--- src/rtl/dram_pkg.sv ---
package dram_pkg;
  localparam int unsigned AW       = 8;
  localparam int unsigned DW       = 8;
  localparam int unsigned POS_W    = $clog2(DW);
  localparam int unsigned DEPTH    = 1 << AW;
  localparam logic [AW-1:0] BIT_BASE = 8'h20;

  typedef struct packed {
    logic          en;
    logic [AW-1:0] addr;
    logic [DW-1:0] data;
  } wr_req_t;
endpackage

--- src/rtl/dram_bank_reg.sv ---
module dram_bank_reg #(
  parameter int unsigned BANK_W = 2
) (
  input  logic              clk_i,
  input  logic              rst_ni,
  input  logic              ld_i,
  input  logic [BANK_W-1:0] sel_i,
  output logic [BANK_W-1:0] bank_o
);
  always_ff @(posedge clk_i or negedge rst_ni) begin
    if (!rst_ni)   bank_o <= '0;
    else if (ld_i) bank_o <= sel_i;
  end

  assert_bank_load_R5: assert property (@(posedge clk_i) disable iff (!rst_ni)
    ld_i |=> bank_o == $past(sel_i));
  assert_bank_hold_R5: assert property (@(posedge clk_i) disable iff (!rst_ni)
    !ld_i |=> $stable(bank_o));
endmodule

--- src/rtl/dram_wr_arb.sv ---
module dram_wr_arb
  import dram_pkg::*;
(
  input  wr_req_t          byte_req_i,
  input  wr_req_t          reg_req_i,
  input  logic             bit_en_i,
  input  logic [AW-1:0]    bit_byte_i,
  input  logic [POS_W-1:0] bit_pos_i,
  input  logic             bit_val_i,
  input  logic [DW-1:0]    bit_old_i,
  output wr_req_t          wr_o
);
  logic [DW-1:0] merged;

  // read-modify-write of the containing byte
  always_comb begin
    merged            = bit_old_i;
    merged[bit_pos_i] = bit_val_i;
  end

  always_comb begin
    if (byte_req_i.en)     wr_o = byte_req_i;
    else if (reg_req_i.en) wr_o = reg_req_i;
    else                   wr_o = '{en: bit_en_i, addr: bit_byte_i, data: merged};
  end
endmodule

--- src/rtl/dram_store.sv ---
module dram_store
  import dram_pkg::*;
#(
  parameter int unsigned NRD = 3
) (
  input  logic                    clk_i,
  input  wr_req_t                 wr_i,
  input  logic [NRD-1:0][AW-1:0]  raddr_i,
  output logic [NRD-1:0][DW-1:0]  rdata_o
);
  logic [DW-1:0] mem [DEPTH];

  always_ff @(posedge clk_i) begin
    if (wr_i.en) mem[wr_i.addr] <= wr_i.data;
  end

  for (genvar g = 0; g < NRD; g++) begin : g_rd
    assign rdata_o[g] = mem[raddr_i[g]];
  end
endmodule

--- src/rtl/banked_dram.sv ---
module banked_dram
  import dram_pkg::*;
#(
  parameter int unsigned NUM_BANKS = 4,
  parameter int unsigned BANK_REGS = 8
) (
  input  logic                          clk_i,
  input  logic                          rst_ni,
  input  logic [$clog2(NUM_BANKS)-1:0]  bank_sel_i,
  input  logic                          bank_ld_i,
  input  logic [7:0]                    byte_addr_i,
  input  logic                          byte_ind_i,
  input  logic                          byte_we_i,
  input  logic [7:0]                    byte_wdata_i,
  output logic [7:0]                    byte_rdata_o,
  output logic                          byte_err_o,
  input  logic [$clog2(BANK_REGS)-1:0]  reg_idx_i,
  input  logic                          reg_we_i,
  input  logic [7:0]                    reg_wdata_i,
  output logic [7:0]                    reg_rdata_o,
  input  logic [7:0]                    bit_addr_i,
  input  logic                          bit_we_i,
  input  logic                          bit_wval_i,
  output logic                          bit_rdata_o
);
  localparam int unsigned BANK_W = $clog2(NUM_BANKS);
  localparam int unsigned IDX_W  = $clog2(BANK_REGS);
  localparam int unsigned PAD_W  = AW - BANK_W - IDX_W;

  logic [BANK_W-1:0]    bank_q;
  logic [AW-1:0]        reg_addr, bit_byte;
  logic [POS_W-1:0]     bit_pos;
  logic [2:0][AW-1:0]   raddr;
  logic [2:0][DW-1:0]   rdata;
  wr_req_t              byte_req, reg_req, wr;
  logic                 live_q;

  dram_bank_reg #(.BANK_W(BANK_W)) u_bank (
    .clk_i, .rst_ni, .ld_i(bank_ld_i), .sel_i(bank_sel_i), .bank_o(bank_q));

  assign byte_err_o = byte_ind_i & byte_addr_i[AW-1];
  assign reg_addr   = {{PAD_W{1'b0}}, bank_q, reg_idx_i};
  assign bit_pos    = bit_addr_i[POS_W-1:0];
  // upper half: register at b & F8; lower half: bit window at 20H
  assign bit_byte   = bit_addr_i[AW-1] ? {bit_addr_i[AW-1:POS_W], {POS_W{1'b0}}}
                                       : BIT_BASE + AW'(bit_addr_i >> POS_W);

  assign raddr = {bit_byte, reg_addr, byte_addr_i};

  dram_store #(.NRD(3)) u_store (
    .clk_i, .wr_i(wr), .raddr_i(raddr), .rdata_o(rdata));

  assign byte_req = '{en: byte_we_i & ~byte_err_o, addr: byte_addr_i, data: byte_wdata_i};
  assign reg_req  = '{en: reg_we_i, addr: reg_addr, data: reg_wdata_i};

  dram_wr_arb u_arb (
    .byte_req_i(byte_req), .reg_req_i(reg_req),
    .bit_en_i(bit_we_i), .bit_byte_i(bit_byte), .bit_pos_i(bit_pos),
    .bit_val_i(bit_wval_i), .bit_old_i(rdata[2]), .wr_o(wr));

  assign byte_rdata_o = byte_err_o ? '0 : rdata[0];
  assign reg_rdata_o  = rdata[1];
  assign bit_rdata_o  = rdata[2][bit_pos];

  always_ff @(posedge clk_i or negedge rst_ni) begin
    if (!rst_ni) live_q <= 1'b0;
    else         live_q <= 1'b1;
  end

  assert_ind_zero_R3: assert property (@(posedge clk_i) disable iff (!rst_ni)
    (byte_ind_i && byte_addr_i[AW-1]) |-> (byte_err_o && byte_rdata_o == '0));
  assert_ind_nowrite_R3: assert property (@(posedge clk_i) disable iff (!rst_ni)
    (byte_we_i && byte_err_o && !reg_we_i && !bit_we_i) |-> !wr.en);
  assert_byte_store_R1: assert property (@(posedge clk_i) disable iff (!rst_ni)
    (live_q && $past(byte_we_i && !byte_err_o) && byte_addr_i == $past(byte_addr_i)
     && !byte_err_o) |-> byte_rdata_o == $past(byte_wdata_i));
  assert_bit_write_R8: assert property (@(posedge clk_i) disable iff (!rst_ni)
    (live_q && $past(bit_we_i && !byte_we_i && !reg_we_i)
     && bit_addr_i == $past(bit_addr_i)) |-> bit_rdata_o == $past(bit_wval_i));
endmodule

--- config.mk ---
export PLATFORM = sky130hd
export DESIGN_NAME = banked_dram
export DESIGN_NICKNAME = d
export VERILOG_FILES = /design/src/rtl/dram_pkg.sv /design/src/rtl/dram_bank_reg.sv /design/src/rtl/dram_wr_arb.sv /design/src/rtl/dram_store.sv /design/src/rtl/banked_dram.sv
export SDC_FILE = /design/constraint.sdc
export NUM_CORES = 2
export LEC_CHECK = 0
export BUFFER_PORTS_ARGS = -buffer_cell sky130_fd_sc_hd__buf_2
export CAP_MARGIN = 5
export CORE_MARGIN = 4
export CORE_UTILIZATION = 60
export DETAILED_ROUTE_END_ITERATION = 12
export HOLD_SLACK_MARGIN = 0.1
export PLACE_DENSITY = 0.76
export REMOVE_ABC_BUFFERS = 1
export SYNTH_ARGS = -nofsm -noshare
export SYNTH_HDL_FRONTEND = slang
export SYNTH_SLANG_ARGS = --single-unit
--- constraint.sdc ---
create_clock -name clk_i -period 18.65 [get_ports clk_i]
set_input_delay 0.9325 -clock clk_i [delete_from_list [all_inputs] [get_ports clk_i]]
set_output_delay 0.9325 -clock clk_i [all_outputs]
set_load 0.02 [all_outputs]
==> results.yml <==
clock_tree:
  cts_root_buf: "clkbuf_16"
  cts_made_buffers: 195
  clk_latency_ns: 0.84
  cts_max_path_buffers: 3
  cts_sinks: 2050
  tritoncts: "done"
  path_clk_slew_ns: 0.06
  htree_levels: 4
  post_cts_buffers: 0
  cts_hold_buffers: 1
  cts_resized: 0
worst_setup_path:
  crit_chain: "buf_8, buf_4, buf_4, buf_4, mux4_2, mux4_2, mux2i_1, a21oi_1, nand3_1, o21ai_1, buf_2"
  crit_top_cell: "buf_4"
  r2r-end: "u_store.mem[76][2]"
  critPathLaunchType: "input pin"
  worst-setup-path-type: "input pin to primary output"
  max_stage_delay_ns: 0.90
  worstPathRequired_ns: 17.72
  r2r-start: "u_store.mem[213][2]"
  reg2regPathDepth: 10
  reg2reg_slack_ns: 12.51
  path_max_fanout: 74
  crit_path_end_kind: "primary output"
  cp_slowest_cell: "buf_4"
  worstPathArrival_ns: 6.78
hold_path:
  hold_path.class: "input pin to flop"
  hold_end: "u_bank.bank_o[1]"
  hp-start: "bank_sel_i[1]"
  whs_path_depth: 2
timing:
  tns_ns: 0
  whs_ns: 0.362
  max_freq_mhz: 130
  fin_skew_ns: 0.0371
  slew_violations: 9
  grt_setup_unrepaired: "false"
  setup_ws_ns: 10.94
  fin_crit_sh_pct: 41.4
  worstMarginPinSlew_ns: 1.51
  finalSetupViolations: 0
  slew_headroom_pct: -0.705
  hold_viol_final: 0
  fin_crit_ns: 7.71
yosys:
  yosysSeqAreaShare_pct: 70.6
  ys.flop_type: "edfxtp_1"
  yosys.area.top_type_share_pct: 70.6
  ys_warn_count: 0
  syn_inst: 4268
  netlist_top_cells_count: "edfxtp_1, mux4_2, nor2_1, nand2_1, clkbuf_1"
  yosys_register_bits: 2050
  synth_cell_type_count: 69
  async_flop_share_pct: 0.0976
  synth.most_common_cell: "edfxtp_1"
  synth_top_area_cell: "edfxtp_1"
  synth_area_leaders: "edfxtp_1, mux4_2, nor2_1"
  syn_area_per_cell_um2: 20.4
  synth_edf_count: 2048
  synth_area_um2: 87200
run_status:
  outcome: "finished with violations"
  violations: "max-capacitance violations, max-slew violations"
power_and_ir_drop:
  irDropWorstVdd_mv: 0.0934
  powerDensity_nw_per_um2: 105
  total_power_mw: 10.0
  total_leakage_power_nw: 29.6
placed_design:
  dpl.cell_count: 6014
  post_dp_cell_area_um2: 89400
  hpwl_um: 147000
  pre_cts_ws_ns: 10.74
  numPortBuffers: 62
  gp_congestion: 1.02
grt:
  track_usage_pct: 32.8
  grt_pass1_wl_um: 352000
  grt_max_degree: 257
  antenna_found_initial: 17
  globalRouteOverflowTotal: 0
  first_global_vias: 47377
floorplanning:
  initial_utilization_pct: 60.5
  die_w_um: 389
  core_area_um2: 144000
  fp.dieH_um: 389
  rows: 139
  die_area_um2: 151000
  io_pins: 63
route:
  drc: 0
  drt_iter0_markers: 8760
  dr.pass1.iters: 8
  vias_per_cell: 7.53
  vias: 48046
  ant_nets: 0
  totalWireLength_um: 246000
  avgRoutedWirePerCell_um: 38.6
cells_and_area:
  nNetsFinal: 4357
  fill_cells: 8944
  fin_util_pct: 66.5
  drive_gt1_share_pct: 28.5
  final_cells: 6384
  area_delta_synth_final_pct: 9.90
  fin_area_um2: 95800
run:
  cap_violations: 2
## metal layers
| metal | track usage (%) | share of wire (%) | vias up | wire length, um |
|---|---|---|---|---|
| li1 | - | - | 18203 | - |
| met1 | 45.6 | 35 | 24770 | 85600 |
| met2 | 47.4 | 44 | 4242 | 109000 |
| met3 | 12.5 | 15 | 805 | 38100 |
| met4 | 13.6 | 5.2 | 26 | 12800 |
| met5 | 1.28 | 0.17 | - | 407 |
## placed cells by master, fill, tap and decap left out, drive strengths merged, types with 7 or more instances in the layout
cell         n
nand2b      12
edfxtp    2048
clkbuf     240
a211oi      30
inv         17
a22oi       12
a211o        9
nand2      158
nand3       29
o21ai       50
o221ai      27
bufinv      22
mux4       779
mux2i      117
a31oi        7
a311oi       7
o22ai       24
mux2        30
buf        148
and2         9
and3         8
clkinv      86
a21oi       86
nor3        17
nor2       318
a221oi      18
o211ai      19
nor2b       28
a2111oi      7
clkinvlp    10
## worst max-delay path: cells and delay by family
family	cells	cell delay, ns
simple gates	1	0.18
mux	3	1.63
buf+inv	5	3.32
compound gates	2	0.34
## registers in the layout, summed over array words and instances, names as in the netlist
name and count:
u_store.mem 2048, u_bank.bank_o 2
## where the power goes
part,internal (mW),leakage (nW),total [mW],switching (mW)
combinational,0.260,8.04,0.834,0.574
sequential,5.20,18.5,5.21,0.00845
clock,2.25,3.08,3.98,1.73
## cell families (layout without fill, tap and decap cells)
group                  after synthesis  after routing  synth area share [%]
AOI/OAI and AO/OA                  367            367                  2.93
buffers and inverters              316            525                  1.63
DFF                               2050           2050                  70.6
muxes                              926            926                  21.9
other                                0              4                     0
and+or+nand+nor                    609            609                  2.97
## final cells by class
class	count	area [um^2]	share of cell area (%)
inverter	11	41.3	0.0431
sequential	2050	61500	64.2
clock buffer	238	5080	5.31
clock inverter	124	1240	1.30
antenna	4	10.0	0.0104
timing repair buffer	152	1120	1.17
tap	1903	2380	2.49
multi-input combinational	1902	24400	25.4
## worst max-delay path by stage
stage	start	end	slack [ns]	cells after the start
2_1_floorplan	bit_addr_i[7]	u_store.mem[0][3]	2.21	8
3_3_place_gp	byte_addr_i[1]	byte_rdata_o[3]	10.86	10
3_5_place_dp	bit_addr_i[7]	u_store.mem[118][2]	10.74	16
4_1_cts	byte_addr_i[1]	byte_rdata_o[3]	10.84	10
5_1_grt	byte_addr_i[1]	byte_rdata_o[3]	10.48	10
6_report	byte_addr_i[1]	byte_rdata_o[3]	10.94	11
(Power assumes the default switching activity.)
